==> config.mk <==
export PLATFORM = sky130hd
export DESIGN_NAME = dma_backoff_issuer
export DESIGN_NICKNAME = d
export VERILOG_FILES = /design/src/rtl/dbi_pkg.sv /design/src/rtl/dbi_txq.sv /design/src/rtl/dbi_backoff.sv /design/src/rtl/dbi_xfer_acc.sv /design/src/rtl/dma_backoff_issuer.sv
export SDC_FILE = /design/constraint.sdc
export NUM_CORES = 1
export LEC_CHECK = 0
export BUFFER_PORTS_ARGS = -buffer_cell sky130_fd_sc_hd__buf_2
export CAP_MARGIN = 20
export CELL_PAD_IN_SITES_DETAIL_PLACEMENT = 0
export CELL_PAD_IN_SITES_GLOBAL_PLACEMENT = 2
export CORE_ASPECT_RATIO = 1.1
export CORE_MARGIN = 2
export CORE_UTILIZATION = 40
export CTS_BUF_LIST = sky130_fd_sc_hd__clkbuf_16
export DETAILED_ROUTE_END_ITERATION = 10
export PLACE_DENSITY_LB_ADDON = 0.1
export SETUP_SLACK_MARGIN = 0.5
export SYNTH_ARGS = -nofsm -noshare
export SYNTH_HDL_FRONTEND = slang
export SYNTH_SLANG_ARGS = --single-unit
export TNS_END_PERCENT = 1
==> constraint.sdc <==
create_clock -name clk -period 11.15 [get_ports clk]
set_clock_uncertainty 0.2 [all_clocks]
set_input_delay 0.5575 -clock clk [delete_from_list [all_inputs] [get_ports clk]]
set_output_delay 0.5575 -clock clk [all_outputs]
set_load 0.01 [all_outputs]
==> src/rtl/dbi_pkg.sv <==
package dbi_pkg;
  typedef enum logic [1:0] {
    INS_NONE  = 2'd0,
    INS_BACK  = 2'd1,
    INS_FRONT = 2'd2
  } ins_op_e;
endpackage

==> src/rtl/dbi_txq.sv <==
// Circular transmit queue with insertion at either end and pop at the head.
module dbi_txq
  import dbi_pkg::*;
#(
  parameter int PKT_W = 32,
  parameter int DEPTH = 4
) (
  input  logic                         clk,
  input  logic                         rst_n,
  input  ins_op_e                      ins_op,
  input  logic [PKT_W-1:0]             ins_pkt,
  input  logic                         pop,
  output logic [PKT_W-1:0]             head_pkt,
  output logic [$clog2(DEPTH+1)-1:0]   count
);
  localparam int CNT_W = $clog2(DEPTH + 1);
  localparam int IDX_W = (DEPTH > 1) ? $clog2(DEPTH) : 1;

  logic [PKT_W-1:0] slot_q [DEPTH];
  logic [IDX_W-1:0] head_q, head_d, tail_idx, wr_idx;
  logic [CNT_W-1:0] count_q, count_d;
  logic             wr_en;

  function automatic logic [IDX_W-1:0] idx_next(input logic [IDX_W-1:0] p);
    return (p == IDX_W'(DEPTH - 1)) ? '0 : p + 1'b1;
  endfunction

  function automatic logic [IDX_W-1:0] idx_prev(input logic [IDX_W-1:0] p);
    return (p == '0) ? IDX_W'(DEPTH - 1) : p - 1'b1;
  endfunction

  always_comb begin
    int t;
    t = int'(head_q) + int'(count_q);
    if (t >= DEPTH) t = t - DEPTH;
    tail_idx = IDX_W'(t);
  end

  always_comb begin
    head_d  = head_q;
    count_d = count_q;
    wr_en   = 1'b0;
    wr_idx  = head_q;
    unique case (ins_op)
      INS_FRONT: begin
        wr_en = 1'b1;
        if (pop) begin
          wr_idx = head_q;                 // replace the departing head in place
        end else begin
          wr_idx  = idx_prev(head_q);
          head_d  = idx_prev(head_q);
          count_d = count_q + 1'b1;
        end
      end
      INS_BACK: begin
        wr_en  = 1'b1;
        wr_idx = tail_idx;
        if (pop) head_d = idx_next(head_q);
        else     count_d = count_q + 1'b1;
      end
      default: begin
        if (pop) begin
          head_d  = idx_next(head_q);
          count_d = count_q - 1'b1;
        end
      end
    endcase
  end

  always_ff @(posedge clk) begin
    if (!rst_n) begin
      head_q  <= '0;
      count_q <= '0;
    end else begin
      head_q  <= head_d;
      count_q <= count_d;
    end
  end

  always_ff @(posedge clk) begin
    if (wr_en) slot_q[wr_idx] <= ins_pkt;
  end

  assign head_pkt = slot_q[head_q];
  assign count    = count_q;
endmodule

==> src/rtl/dbi_backoff.sv <==
// Backoff delay register and the countdown that paces issues.
module dbi_backoff #(
  parameter int DLY_W = 12
) (
  input  logic             clk,
  input  logic             rst_n,
  input  logic [DLY_W-1:0] cfg_min,
  input  logic [DLY_W-1:0] cfg_max,
  input  logic             nack_evt,
  input  logic             good_evt,
  input  logic             arm,
  output logic [DLY_W-1:0] delay,
  output logic             busy
);
  logic [DLY_W-1:0] delay_q, delay_d, timer_q;

  always_comb begin
    delay_d = delay_q;
    if (nack_evt) begin
      if (delay_q < cfg_min)      delay_d = cfg_min;
      else if (delay_q < cfg_max) delay_d = {delay_q[DLY_W-2:0], 1'b0};
    end else if (good_evt) begin
      delay_d = delay_q >> 2;
    end
  end

  always_ff @(posedge clk) begin
    if (!rst_n) begin
      delay_q <= '0;
      timer_q <= '0;
    end else begin
      delay_q <= delay_d;
      if (nack_evt)             timer_q <= delay_d;   // restart with the new delay
      else if (arm)             timer_q <= delay_q;
      else if (timer_q != '0)   timer_q <= timer_q - 1'b1;
    end
  end

  assign delay = delay_q;
  assign busy  = (timer_q != '0);
endmodule

==> src/rtl/dbi_xfer_acc.sv <==
// Per-transfer byte accumulator with completion and overrun pulses.
module dbi_xfer_acc #(
  parameter int BYTES_W = 16
) (
  input  logic               clk,
  input  logic               rst_n,
  input  logic               start,
  input  logic [BYTES_W-1:0] total,
  input  logic               add,
  input  logic [BYTES_W-1:0] bytes,
  output logic               done,
  output logic               err
);
  logic [BYTES_W-1:0] sum_q, total_q;
  logic               active_q, done_q, err_q;
  logic [BYTES_W:0]   sum_nx;

  assign sum_nx = {1'b0, sum_q} + {1'b0, bytes};

  always_ff @(posedge clk) begin
    if (!rst_n) begin
      sum_q    <= '0;
      total_q  <= '0;
      active_q <= 1'b0;
      done_q   <= 1'b0;
      err_q    <= 1'b0;
    end else begin
      done_q <= 1'b0;
      err_q  <= 1'b0;
      if (start) begin
        sum_q    <= '0;
        total_q  <= total;
        active_q <= 1'b1;
      end else if (add && active_q) begin
        if (sum_nx == {1'b0, total_q}) begin
          done_q   <= 1'b1;
          active_q <= 1'b0;
        end else if (sum_nx > {1'b0, total_q}) begin
          err_q    <= 1'b1;
          active_q <= 1'b0;
        end else begin
          sum_q <= sum_nx[BYTES_W-1:0];
        end
      end
    end
  end

  assign done = done_q;
  assign err  = err_q;
endmodule

==> src/rtl/dma_backoff_issuer.sv <==
module dma_backoff_issuer
  import dbi_pkg::*;
#(
  parameter int PKT_W   = 32,
  parameter int DEPTH   = 4,
  parameter int DLY_W   = 12,
  parameter int BYTES_W = 16
) (
  input  logic               clk,
  input  logic               rst_n,
  input  logic [DLY_W-1:0]   cfg_min_backoff,
  input  logic [DLY_W-1:0]   cfg_max_backoff,
  input  logic               push_valid,
  output logic               push_ready,
  input  logic               push_front,
  input  logic [PKT_W-1:0]   push_pkt,
  output logic               req_valid,
  input  logic               req_ready,
  output logic [PKT_W-1:0]   req_pkt,
  input  logic               link_retry,
  input  logic               rsp_valid,
  input  logic               rsp_nack,
  input  logic [PKT_W-1:0]   rsp_pkt,
  input  logic [BYTES_W-1:0] rsp_bytes,
  input  logic               xfer_start,
  input  logic [BYTES_W-1:0] xfer_total,
  output logic               xfer_done,
  output logic               xfer_err,
  output logic [DLY_W-1:0]   backoff_delay,
  output logic               retry_wait
);
  localparam int CNT_W = $clog2(DEPTH + 1);

  logic [CNT_W-1:0] q_count, outst_q, outst_d;
  logic [CNT_W:0]   occupancy;
  logic [PKT_W-1:0] head_pkt, ins_pkt;
  ins_op_e          ins_op;
  logic             nack_now, good_now, push_fire;
  logic             accept, refuse, arm;
  logic             await_q, kick_q, bo_busy;

  assign nack_now  = rsp_valid && rsp_nack;
  assign good_now  = rsp_valid && !rsp_nack;

  // Room is reserved for every outstanding packet so a NACK can always requeue.
  assign occupancy  = {1'b0, q_count} + {1'b0, outst_q};
  assign push_ready = !nack_now && (occupancy < (CNT_W+1)'(DEPTH));
  assign push_fire  = push_valid && push_ready;

  always_comb begin
    ins_op  = INS_NONE;
    ins_pkt = push_pkt;
    if (nack_now) begin
      ins_op  = INS_FRONT;
      ins_pkt = rsp_pkt;
    end else if (push_fire) begin
      ins_op = push_front ? INS_FRONT : INS_BACK;
    end
  end

  assign req_valid = (q_count != '0) && !await_q && (!bo_busy || kick_q);
  assign req_pkt   = head_pkt;
  assign accept    = req_valid && req_ready;
  assign refuse    = req_valid && !req_ready;
  assign arm       = accept && ((q_count > CNT_W'(1)) || (ins_op != INS_NONE));

  always_comb begin
    outst_d = outst_q;
    if (accept) outst_d = outst_d + 1'b1;
    if (rsp_valid && (outst_d != '0)) outst_d = outst_d - 1'b1;
  end

  always_ff @(posedge clk) begin
    if (!rst_n) begin
      await_q <= 1'b0;
      kick_q  <= 1'b0;
      outst_q <= '0;
    end else begin
      outst_q <= outst_d;
      if (refuse)          await_q <= 1'b1;
      else if (link_retry) await_q <= 1'b0;
      if (req_valid)                  kick_q <= 1'b0;
      else if (link_retry && await_q) kick_q <= 1'b1;
    end
  end

  dbi_txq #(.PKT_W(PKT_W), .DEPTH(DEPTH)) u_txq (
    .clk      (clk),
    .rst_n    (rst_n),
    .ins_op   (ins_op),
    .ins_pkt  (ins_pkt),
    .pop      (accept),
    .head_pkt (head_pkt),
    .count    (q_count)
  );

  dbi_backoff #(.DLY_W(DLY_W)) u_backoff (
    .clk      (clk),
    .rst_n    (rst_n),
    .cfg_min  (cfg_min_backoff),
    .cfg_max  (cfg_max_backoff),
    .nack_evt (nack_now),
    .good_evt (good_now),
    .arm      (arm),
    .delay    (backoff_delay),
    .busy     (bo_busy)
  );

  dbi_xfer_acc #(.BYTES_W(BYTES_W)) u_acc (
    .clk   (clk),
    .rst_n (rst_n),
    .start (xfer_start),
    .total (xfer_total),
    .add   (good_now),
    .bytes (rsp_bytes),
    .done  (xfer_done),
    .err   (xfer_err)
  );

  assign retry_wait = await_q;
endmodule

==> flow_summary.json, run 1 <==
{
  "run_status": "completed",
  "cts-resized-gates": 0,
  "critical_path_class": "reg -> reg",
  "ys.flop_type": "edfxtp_1",
  "floorplan.die_area_um2": 27200,
  "mappedNetlistArea_um2": 10300,
  "vias_in_the_first_global_route": 7280,
  "worst_path_most_repeated_cell": "ha_1",
  "post-place-ws_ns": 5.91,
  "grtUsageTotal_pct": 17.4,
  "grt_setup_unrepaired": "false",
  "wire_per_inst_um": 15.6,
  "timing.critical_path.arrival_ns": 4.90,
  "sum_neg_setup_slack_ns": 0,
  "critPathRequiredTime_ns": 11.24,
  "die-width_um": 157,
  "tritoncts_num_sinks": 199,
  "mappedNetlistNets": 1129,
  "mostFrequentLayoutCell": "buf_2",
  "placement_rows": 61,
  "firstDrtPassIters": 4,
  "regArea_um2": 5270,
  "post-route-period-util_pct": 43.1,
  "count_of_different_cell_masters_after_synthesis": 59,
  "clk_pin_slew_worst_paths_ns": 0.08,
  "routed_wirelength_mm": 22.7,
  "hpwl_mm": 16.1,
  "io_pins": 178,
  "critical_path.slowest_cell": "or4_1",
  "post_cts_setup_buffer_count": 0,
  "fp.coreArea_um2": 25300,
  "vias": 7285,
  "finalSetupViolations": 0,
  "power.ir.vdd_worst_mv": 0.0922,
  "multi_input_area_um2": 4690,
  "buffer_depth_of_the_longest_clock_path": 2,
  "start_util_pct": 40.8,
  "post_route_cells_drive_above_1_share_pct": 24.3,
  "drcViolationCount": 0,
  "global_route_wire_length_before_repair_mm": 37.3,
  "synthDominantAreaCellType": "edfxtp_1",
  "cts_hold_repair.buffers": 0,
  "final_period_minus_worst_setup_slack_ns": 4.81,
  "root_buf_cell": "clkbuf_16",
  "timing.critical_path.cells": "ha_1 > a211o_1 > or3_1 > o211a_1 > a21o_1 > nor3_1 > ha_1 > a21oi_1 > a21boi_0 > a2111oi_1 > a31oi_1 > or4_1 > mux2i_1 > nor2_1",
  "tritoncts_clock_tree": "done",
  "initialDrtViolationCount": 325,
  "async_reset_ff_share_pct": 0,
  "worst_slew_margin_rel_pct": 34.0,
  "clkLatencyLatePin_ns": 0.44,
  "cap_violations": 0,
  "netlist_instances": 928,
  "critical_path_buf_inv_count": 0,
  "vias_per_cell": 5.01,
  "crit_path_start_kind": "flip-flop",
  "timing_worst_slew_pin_value_ns": 0.990,
  "dieHeight_um": 173,
  "critical_path_fanouts_max": 17,
  "initial_antenna_violation_count": 1,
  "placement.io_buffers": 177,
  "synth-edff-count": 128,
  "globalplace.congestion": 0.732,
  "crit_path_max_incr_delay_ns": 0.99,
  "cpLargestDelayFamily": "simple AND/OR/NAND/NOR gates",
  "maximum_number_of_pins_on_one_net_before_global_route_repair": 46,
  "layout.cells.most_common_list": "177 x buf_2, 140 x nand2_1, 128 x edfxtp_1, 71 x ha_1, 70 x dfxtp_1",
  "htree_num_levels": 4,
  "p_leak_nw": 5.19,
  "syn_area_per_cell_um2": 11.1,
  "overflow": 0,
  "crit_path_end_kind": "flip-flop",
  "timing.final.max_slew_violations": 0,
  "num-fill-cells": 2420,
  "yosysTopAreaCellShare_pct": 37.2,
  "area_delta_synth_final_pct": 17.9,
  "timing.fmax_mhz": 208,
  "synth_seq_area_share_pct": 50.9,
  "ys_seq_elements": 199,
  "insertedDiodeCount": 0,
  "hold_path.class": "in -> reg",
  "fin_nets": 1297,
  "route.antenna.remaining_nets": 0,
  "postLayoutSetupSlackWorst_ns": 6.34,
  "number_of_clock_buffers_inserted_by_tritoncts": 17,
  "power.density_nw_per_um2": 193,
  "timing_hold_violations_final": 0,
  "netlist_top_cells_area": "edfxtp_1 37%, dfxtp_1 14%, ha_1 8.6%",
  "synth_warnings": 0,
  "setup.reg_to_reg.worst_slack_ns": 6.34
}
==> logic make-up after synthesis <==
logic type                 count (synthesis)  synth area share [%]
buffers and inverters                    100                  3.91
muxes                                     77                  11.4
DFF                                      199                  50.9
adders and majority gates                 72                  8.78
xor gates and xnor gates                  27                  2.29
and+or+nand+nor                          293                  12.9
AOI/OAI and AO/OA                        160                  9.87
==> sequential cells by signal, indices dropped and copies added (netlist names), 2 cells and up, named ones only <==
register and count:
outst_q 3, u_acc.sum_q 16, u_acc.total_q 16, u_backoff.delay 12, u_backoff.timer_q 12, u_txq.count 3
u_txq.head_q 2, u_txq.slot_q 128
==> worst reg2reg max path, stage by stage (launching register included) <==
cell and delay [ns]:
dfxtp_1 0.32, ha_1 0.32, a211o_1 0.31, or3_1 0.31, o211a_1 0.27, a21o_1 0.20, nor3_1 0.27, ha_1 0.31
a21oi_1 0.14, a21boi_0 0.10, a2111oi_1 0.37, a31oi_1 0.18, or4_1 0.99, mux2i_1 0.31, nor2_1 0.06
==> final timing paths <==
path,startpoint,to,cells past startpoint
hold / removal,xfer_total[5],u_acc.total_q[5],3
setup reg to reg,u_acc.sum_q[6],u_acc.sum_q[11],14
hold reg to reg,u_acc.active_q,u_acc.err,2
setup / recovery,u_acc.sum_q[6],u_acc.sum_q[11],14
==> layout make-up <==
cell class / count / area share, %
clock inverter: 15 / 1.46
inverter: 61 / 1.88
tap: 346 / 3.55
timing repair buffer: 188 / 7.94
sequential: 199 / 43.2
clock buffer: 17 / 3.49
multi-input combinational: 629 / 38.5
==> where the power goes <==
part           switching, W  internal (W)
Combinational      0.000393      0.000318
Sequential        0.0000580      0.000959
Clock              0.000297      0.000322
Total              0.000748       0.00160
==> synthesized netlist by cell type, drive strengths merged, types with 3 or more instances <==
cell and instances:
edfxtp 128, ha 71, o22ai 12, inv 61
or3 3, dfxtp 71, a211o 5, xnor2 15
and3 5, xor2 12, mux2i 41, o31ai 3
nand2b 6, buf 17, o211ai 6, a21o 6
o21a 11, a31oi 4, nor2 58, and2 7
a211oi 10, o211a 3, nor3b 4, or4 5
mux4 32, clkbuf 22, nand2 140, nand3 15
o21ai 35, nand4 4, nor4 3, mux2 4
nor3 13, a21oi 51, nor2b 26
==> through the flow <==
stage                     util (%)  power, W  hold slack, ns  std cells  area (um^2)
final                         48.1   0.00235           0.171       1455        12200
after detailed placement      45.7   0.00176           0.280       1423        11600
after global placement        45.7   0.00176           0.271       1423        11600
after global routing          48.1   0.00251           0.157       1455        12200
after floorplan                  -   0.00153           0.250        928        10300
after CTS                     48.1   0.00239           0.155       1455        12200
==> layer usage <==
layer | vias up | global-route usage (%) | part of all wire, %
met1 | 3416 | 22.1 | 46
met2 | 153 | 30.1 | 49
met3 | 16 | 3.61 | 4.1
met5 | - | 0 | 0.057
met4 | 2 | 4.17 | 1.0
li1 | 3698 | - | -
Power figures use the tool's default switching activity.
==> inputs of run 2 (changes only) <==
--- a/config.mk
+++ b/config.mk
@@ -11,7 +11,7 @@
 export CELL_PAD_IN_SITES_GLOBAL_PLACEMENT = 2
 export CORE_ASPECT_RATIO = 1.1
 export CORE_MARGIN = 2
-export CORE_UTILIZATION = 40
+export CORE_UTILIZATION = 33
 export CTS_BUF_LIST = sky130_fd_sc_hd__clkbuf_16
 export DETAILED_ROUTE_END_ITERATION = 10
 export PLACE_DENSITY_LB_ADDON = 0.1
==> constraint.sdc (replaced) <==
create_clock -name clk -period 4.2 [get_ports clk]
set_clock_uncertainty 0.2 [all_clocks]
set_input_delay 0.21 -clock clk [delete_from_list [all_inputs] [get_ports clk]]
set_output_delay 0.21 -clock clk [all_outputs]
set_load 0.01 [all_outputs]
==> run 2 against run 1 <==
Net effect:
- global-route usage is 1.4 points lower
- first-iteration DRC count is 31% higher
- routed wire length is 12% higher
- design area is 11% higher
- cell count is 12% higher
- clock power grew to 2.6 times the previous value
- worst setup slack worse by 6.2 ns
- die area is 21% higher
- critical path type unchanged
- largest power group unchanged
- highest routed layer is now met4
==> flow_summary.json, run 2 (synthesized netlist as in run 1, its figures left out) <==
{
  "drcViolationCount": 0,
  "finalCoreUtilization_pct": 44.2,
  "htree_num_levels": 4,
  "global_route_wire_length_before_repair_mm": 41.6,
  "power.ir.vdd_worst_mv": 0.216,
  "io_pins": 178,
  "setup.reg_to_reg.worst_slack_ns": 0.17,
  "critical_path_buf_inv_count": 1,
  "largest_reg_flops": 128,
  "number_of_clock_buffers_inserted_by_tritoncts": 17,
  "startpoint": "u_acc.sum_q[6]",
  "final_period_minus_worst_setup_slack_ns": 4.03,
  "fp.coreArea_um2": 30700,
  "die-width_um": 173,
  "clkLatencyLatePin_ns": 0.44,
  "buffer_depth_of_the_longest_clock_path": 2,
  "reg.largest.list": "u_txq.slot_q x128, u_acc.sum_q x16, u_acc.total_q x16",
  "critical_path.slowest_cell": "or4b_1",
  "tritoncts_clock_tree": "done",
  "hold_path.class": "in -> reg",
  "post_route_cells_drive_above_1_share_pct": 25.0,
  "cpLargestDelayFamily": "simple AND/OR/NAND/NOR gates",
  "placement_rows": 67,
  "timing.final.max_slew_violations": 0,
  "initial_antenna_violation_count": 1,
  "root_buf_cell": "clkbuf_16",
  "route.antenna.remaining_nets": 0,
  "vias": 7745,
  "hpwl_mm": 18.0,
  "timing.critical_path.arrival_ns": 4.13,
  "grt_setup_unrepaired": "true",
  "timing.critical_path.cells": "ha_4 > a211o_1 > or3_1 > o211a_4 > a21o_1 > or4b_1 > nand3_2 > ha_1 > o21a_1 > o21ai_1 > a31oi_1 > or4_4 > buf_12 > mux2i_2 > nor2_1",
  "sum_neg_setup_slack_ns": 0,
  "timing_hold_violations_final": 0,
  "maximum_number_of_pins_on_one_net_before_global_route_repair": 37,
  "largest_register": "u_txq.slot_q",
  "initialDrtViolationCount": 426,
  "fin_nets": 1409,
  "dieHeight_um": 190,
  "power.density_nw_per_um2": 477,
  "grtUsageTotal_pct": 15.9,
  "critical_path_fanouts_max": 12,
  "finalSetupViolations": 0,
  "vias_per_cell": 4.73,
  "vias_in_the_first_global_route": 7976,
  "placement.io_buffers": 177,
  "crit_path_start_kind": "flip-flop",
  "p_leak_nw": 5.72,
  "timing_worst_slew_pin_value_ns": 0.794,
  "critical_path_class": "reg -> reg",
  "crit_path_max_incr_delay_ns": 0.49,
  "post-route-period-util_pct": 95.9,
  "crit_path_end_kind": "flip-flop",
  "worst_hold_startpoint": "cfg_min_backoff[11]",
  "area_delta_synth_final_pct": 31.0,
  "routed_wirelength_mm": 25.4,
  "start_util_pct": 33.7,
  "worst_slew_margin_rel_pct": 47.1,
  "cap_violations": 0,
  "num-fill-cells": 3032,
  "overflow": 0,
  "run_status": "completed",
  "clk_pin_slew_worst_paths_ns": 0.08,
  "tritoncts_num_sinks": 199,
  "timing.fmax_mhz": 248,
  "firstDrtPassIters": 5,
  "critPathRequiredTime_ns": 4.30,
  "floorplan.die_area_um2": 32800,
  "mostFrequentLayoutCell": "buf_2",
  "worst_r2r_startpoint": "u_acc.sum_q[6]",
  "layout.cells.most_common_list": "177 x buf_2, 140 x nand2_1, 128 x edfxtp_1, 97 x dlygate4sd3_1",
  "wire_per_inst_um": 15.5,
  "globalplace.congestion": 0.731
}
[run 2: changes by cell type in the layout (fill, tap and decap cells not counted), sizes merged]
cell,before,now
diode,0,1
bufinv,1,0
clkinvlp,4,0
clkinv,3,8
dlygate4sd3,0,97
buf,188,203
[run 2: worst register-to-register path, cell delays in order (launching register included)]
cell and delay [ns]:
dfxtp_2 0.34, ha_4 0.23, a211o_1 0.29, or3_1 0.32
o211a_4 0.26, a21o_1 0.19, or4b_1 0.49, nand3_2 0.10
ha_1 0.24, o21a_1 0.17, o21ai_1 0.12, a31oi_1 0.07
or4_4 0.47, buf_12 0.17, mux2i_2 0.18, nor2_1 0.06
[run 2: report_power, final]
group	total [W]	switching [W]	internal [W]
clock	0.00163	0.000821	0.000804
combinational	0.00211	0.00110	0.00100
sequential	0.00273	0.000185	0.00254
total	0.00646	0.00211	0.00435
[run 2: what timing repair did]
item                                    in CTS  in global routing
hold buffers                                97                  0
gates resized for setup                      4                 15
pin swaps                                    2                  5
setup buffers                                2                  2
hold endpoints to repair                   162                  0
endpoints found under the setup margin      51                147
[run 2: routing by layer]
| layer | wire, um | global-route usage [%] | vias up |
|---|---|---|---|
| li1 | - | - | 3928 |
| met1 | 11800 | 20.8 | 3638 |
| met2 | 12300 | 27.3 | 168 |
| met3 | 1100 | 3.28 | 11 |
| met4 | 168 | 3.59 | 0 |
| met5 | 0 | 0 | - |
[run 2: area by class of cell]
class	instances	area, um^2	area share, %
flip-flops and latches	199	5270	38.9
repair buffers	300	2110	15.6
diodes	1	2.50	0.0185
inverters	61	229	1.69
multi-input cells	629	4810	35.5
clock buffers	17	425	3.14
clock inverters	15	176	1.30
well taps	414	518	3.82
[run 2: through the flow]
stage / instance area (um^2) / power, W / instances / worst slack, ns / hold WS [ns]
final: 13500 / 0.00646 / 1636 / 0.174 / 0.0283
after global routing: 13500 / 0.00691 / 1635 / -0.0504 / 0.0613
after detailed placement: 11900 / 0.00481 / 1502 / 0.0201 / 0.273
after CTS: 13500 / 0.00656 / 1633 / 0.132 / 0.00867
after global placement: 11900 / 0.00480 / 1502 / 0.0839 / 0.267
after floorplan: 10400 / 0.00409 / 928 / 0.277 / 0.179
[run 2: worst paths after layout]
path	to	cells after the start
worst min-delay path	u_backoff.delay[11]	4
worst max-delay path	u_acc.sum_q[5]	15
worst max register to register	u_acc.sum_q[5]	15
worst min register to register	u_acc.active_q	2
==> inputs of run 3 (changes only) <==
--- a/config.mk
+++ b/config.mk
@@ -14,6 +14,7 @@
 export CORE_UTILIZATION = 33
 export CTS_BUF_LIST = sky130_fd_sc_hd__clkbuf_16
 export DETAILED_ROUTE_END_ITERATION = 10
+export HOLD_SLACK_MARGIN = 0.1
 export PLACE_DENSITY_LB_ADDON = 0.1
 export SETUP_SLACK_MARGIN = 0.5
 export SYNTH_ARGS = -nofsm -noshare
==> run 3 against run 2 <==
Net effect:
- routed wire length grew 0.52%
- highest routed layer unchanged
- total power grew 0.10%
- critical path type unchanged
- global-route usage grew 0.13 points
- worst setup slack gained 0.0011 ns
- sequential share of layout area shrank 0.28 points
- register-to-register slack is essentially flat
- flip-flop and latch count is the same
- non-clock buffer count grew 10
- combinational power is essentially flat
==> flow_summary.json, run 3 (synthesized netlist as in run 1, its figures left out) <==
{
  "die-width_um": 173,
  "vias": 7770,
  "globalplace.congestion": 0.731,
  "worst_slew_margin_rel_pct": 47.4,
  "grtUsageTotal_pct": 16.0,
  "start_util_pct": 33.7,
  "initialDrtViolationCount": 423,
  "vias_per_cell": 4.72,
  "hold_path.class": "in -> reg",
  "clkPwrFrac_pct": 25.1,
  "largest_register": "u_txq.slot_q",
  "overflow": 0,
  "power.ir.vdd_worst_mv": 0.215,
  "run_status": "completed",
  "timing_worst_slew_pin_value_ns": 0.789,
  "fp.coreArea_um2": 30700,
  "p_comb_share_pct": 32.7,
  "setup.reg_to_reg.worst_slack_ns": 0.18,
  "pwr-share-seq_pct": 42.2,
  "crit_path_end_kind": "flip-flop",
  "p_leak_nw": 5.77,
  "maximum_number_of_pins_on_one_net_before_global_route_repair": 37,
  "final_period_minus_worst_setup_slack_ns": 4.02,
  "drcViolationCount": 0,
  "timing_hold_violations_final": 0,
  "crit_path_start_kind": "flip-flop",
  "fin_total_pwr_w": 0.00647,
  "startpoint": "u_acc.sum_q[6]",
  "power.density_nw_per_um2": 474,
  "critPathRequiredTime_ns": 4.30,
  "p_switching_w": 0.00211,
  "timing.critical_path.arrival_ns": 4.13,
  "post-place-ws_ns": 0.0201,
  "placement_rows": 67,
  "area_delta_synth_final_pct": 31.9,
  "io_pins": 178,
  "hold_slack_ns": 0.121,
  "largest_reg_flops": 128,
  "internal-power_w": 0.00435,
  "floorplan.die_area_um2": 32800,
  "grt_setup_unrepaired": "true",
  "firstDrtPassIters": 5,
  "wire_per_inst_um": 15.5,
  "insertedDiodeCount": 0,
  "critical_path_class": "reg -> reg",
  "post-route-period-util_pct": 95.8,
  "htree_num_levels": 4,
  "hpwl_mm": 18.0,
  "timing.critical_path.cells": "ha_4 > a211o_1 > or3_1 > o211a_4 > a21o_1 > or4b_1 > nand3_2 > ha_1 > o21a_1 > o21ai_1 > a31oi_1 > or4_4 > buf_12 > mux2i_2 > nor2_1",
  "endpoint": "u_acc.sum_q[5]",
  "postLayoutSetupSlackWorst_ns": 0.175,
  "vias_in_the_first_global_route": 8038,
  "critical_path.slowest_cell": "or4b_1",
  "timing.final.max_slew_violations": 0,
  "layout.cells.most_common_list": "177 x buf_2, 140 x nand2_1, 128 x edfxtp_1, 107 x dlygate4sd3_1",
  "tritoncts_num_sinks": 199,
  "finalSetupViolations": 0,
  "crit_path_max_incr_delay_ns": 0.49,
  "route.antenna.remaining_nets": 0,
  "placement.io_buffers": 177,
  "buffer_depth_of_the_longest_clock_path": 2,
  "tritoncts_clock_tree": "done",
  "dieHeight_um": 190,
  "worst_r2r_startpoint": "u_acc.sum_q[6]",
  "initial_antenna_violation_count": 0,
  "global_route_wire_length_before_repair_mm": 41.9,
  "timing.fmax_mhz": 248,
  "cap_violations": 0,
  "clk_pin_slew_worst_paths_ns": 0.08,
  "fin_nets": 1419,
  "number_of_clock_buffers_inserted_by_tritoncts": 17,
  "reg2reg_depth": 15,
  "post_route_cells_drive_above_1_share_pct": 24.8,
  "clkLatencyLatePin_ns": 0.44,
  "swShare_pct": 32.7,
  "critical_path_fanouts_max": 12,
  "mostFrequentLayoutCell": "buf_2",
  "reg.largest.list": "u_txq.slot_q x128, u_acc.sum_q x16, u_acc.total_q x16",
  "rr_endpoint": "u_acc.sum_q[5]",
  "root_buf_cell": "clkbuf_16",
  "routed_wirelength_mm": 25.5
}
[run 3: cell count changes in the layout (fill, tap and decap cells not counted)]
cell / previous run / this run
diode_2: 1 / 0
dlygate4sd3_1: 97 / 107
[run 3: metrics by stage]
step / util, % / area [um^2] / std cells / setup TNS [ns]
after floorplan: - / 10400 / 928 / 0
after global placement: 38.7 / 11900 / 1502 / 0
after detailed placement: 38.7 / 11900 / 1502 / 0
after CTS: 44.2 / 13600 / 1643 / 0
after global routing: 44.5 / 13600 / 1645 / -0.141
final: 44.5 / 13600 / 1645 / 0
[run 3: worst min-delay path by stage]
| stage | startpoint | to | slack [ns] | cells after the start |
|---|---|---|---|---|
| detailed placement | xfer_total[5] | u_acc.total_q[5] | 0.27 | 3 |
| finish | rsp_valid | u_backoff.delay[5] | 0.12 | 3 |
| floorplan | xfer_total[10] | u_acc.total_q[10] | 0.18 | 2 |
| global route | rsp_valid | u_backoff.delay[5] | 0.15 | 3 |
| CTS | rsp_valid | u_backoff.delay[5] | 0.11 | 3 |
| global placement | xfer_total[5] | u_acc.total_q[5] | 0.27 | 3 |
[run 3: final cells by class]
| class | count | area [um^2] |
|---|---|---|
| multi-input combinational | 629 | 4810 |
| clock inverter | 15 | 176 |
| inverter | 61 | 229 |
| tap | 414 | 518 |
| fill | 3029 | 17000 |
| clock buffer | 17 | 425 |
| timing repair buffer | 310 | 2210 |
| sequential | 199 | 5270 |
[run 3: critical path, delay by kind of cell, from the launching register on]
| family | cells | cell delay (ns) |
|---|---|---|
| AND/OR/NAND/NOR | 5 | 1.44 |
| adder cells (fa/ha/maj) | 2 | 0.47 |
| multiplexers | 1 | 0.17 |
| AO/OA/AOI/OAI | 6 | 1.10 |
| buffers and inverters | 1 | 0.17 |
| flip-flops | 1 | 0.34 |
[run 3: repair_timing]
item | CTS | global route
resized for setup | 4 | 15
setup buffers | 2 | 2
hold buffers | 107 | 0
setup endpoints to repair | 51 | 147
pin swaps | 2 | 5
hold endpoints to repair | 178 | 0
[run 3: routing by layer]
metal | global-route usage, % | wire length (um) | share of wire, % | vias to the layer above
met5 | 0 | 0 | 0 | -
li1 | - | - | - | 3945
met4 | 3.52 | 177 | 0.69 | 0
met2 | 27.7 | 12400 | 48 | 161
met3 | 3.20 | 1100 | 4.3 | 13
met1 | 20.9 | 11900 | 46 | 3651
[run 3: power by group through the flow]
| stage | clock network (W) | logic, W | registers (W) |
|---|---|---|---|
| 5_1_grt | 0.00177 | 0.00237 | 0.00278 |
| 6_report | 0.00163 | 0.00211 | 0.00273 |
| 4_1_cts | 0.00170 | 0.00213 | 0.00273 |
| 3_3_place_gp | 0 | 0.00203 | 0.00277 |
| 2_1_floorplan | 0 | 0.00138 | 0.00270 |
| 3_5_place_dp | 0 | 0.00203 | 0.00278 |
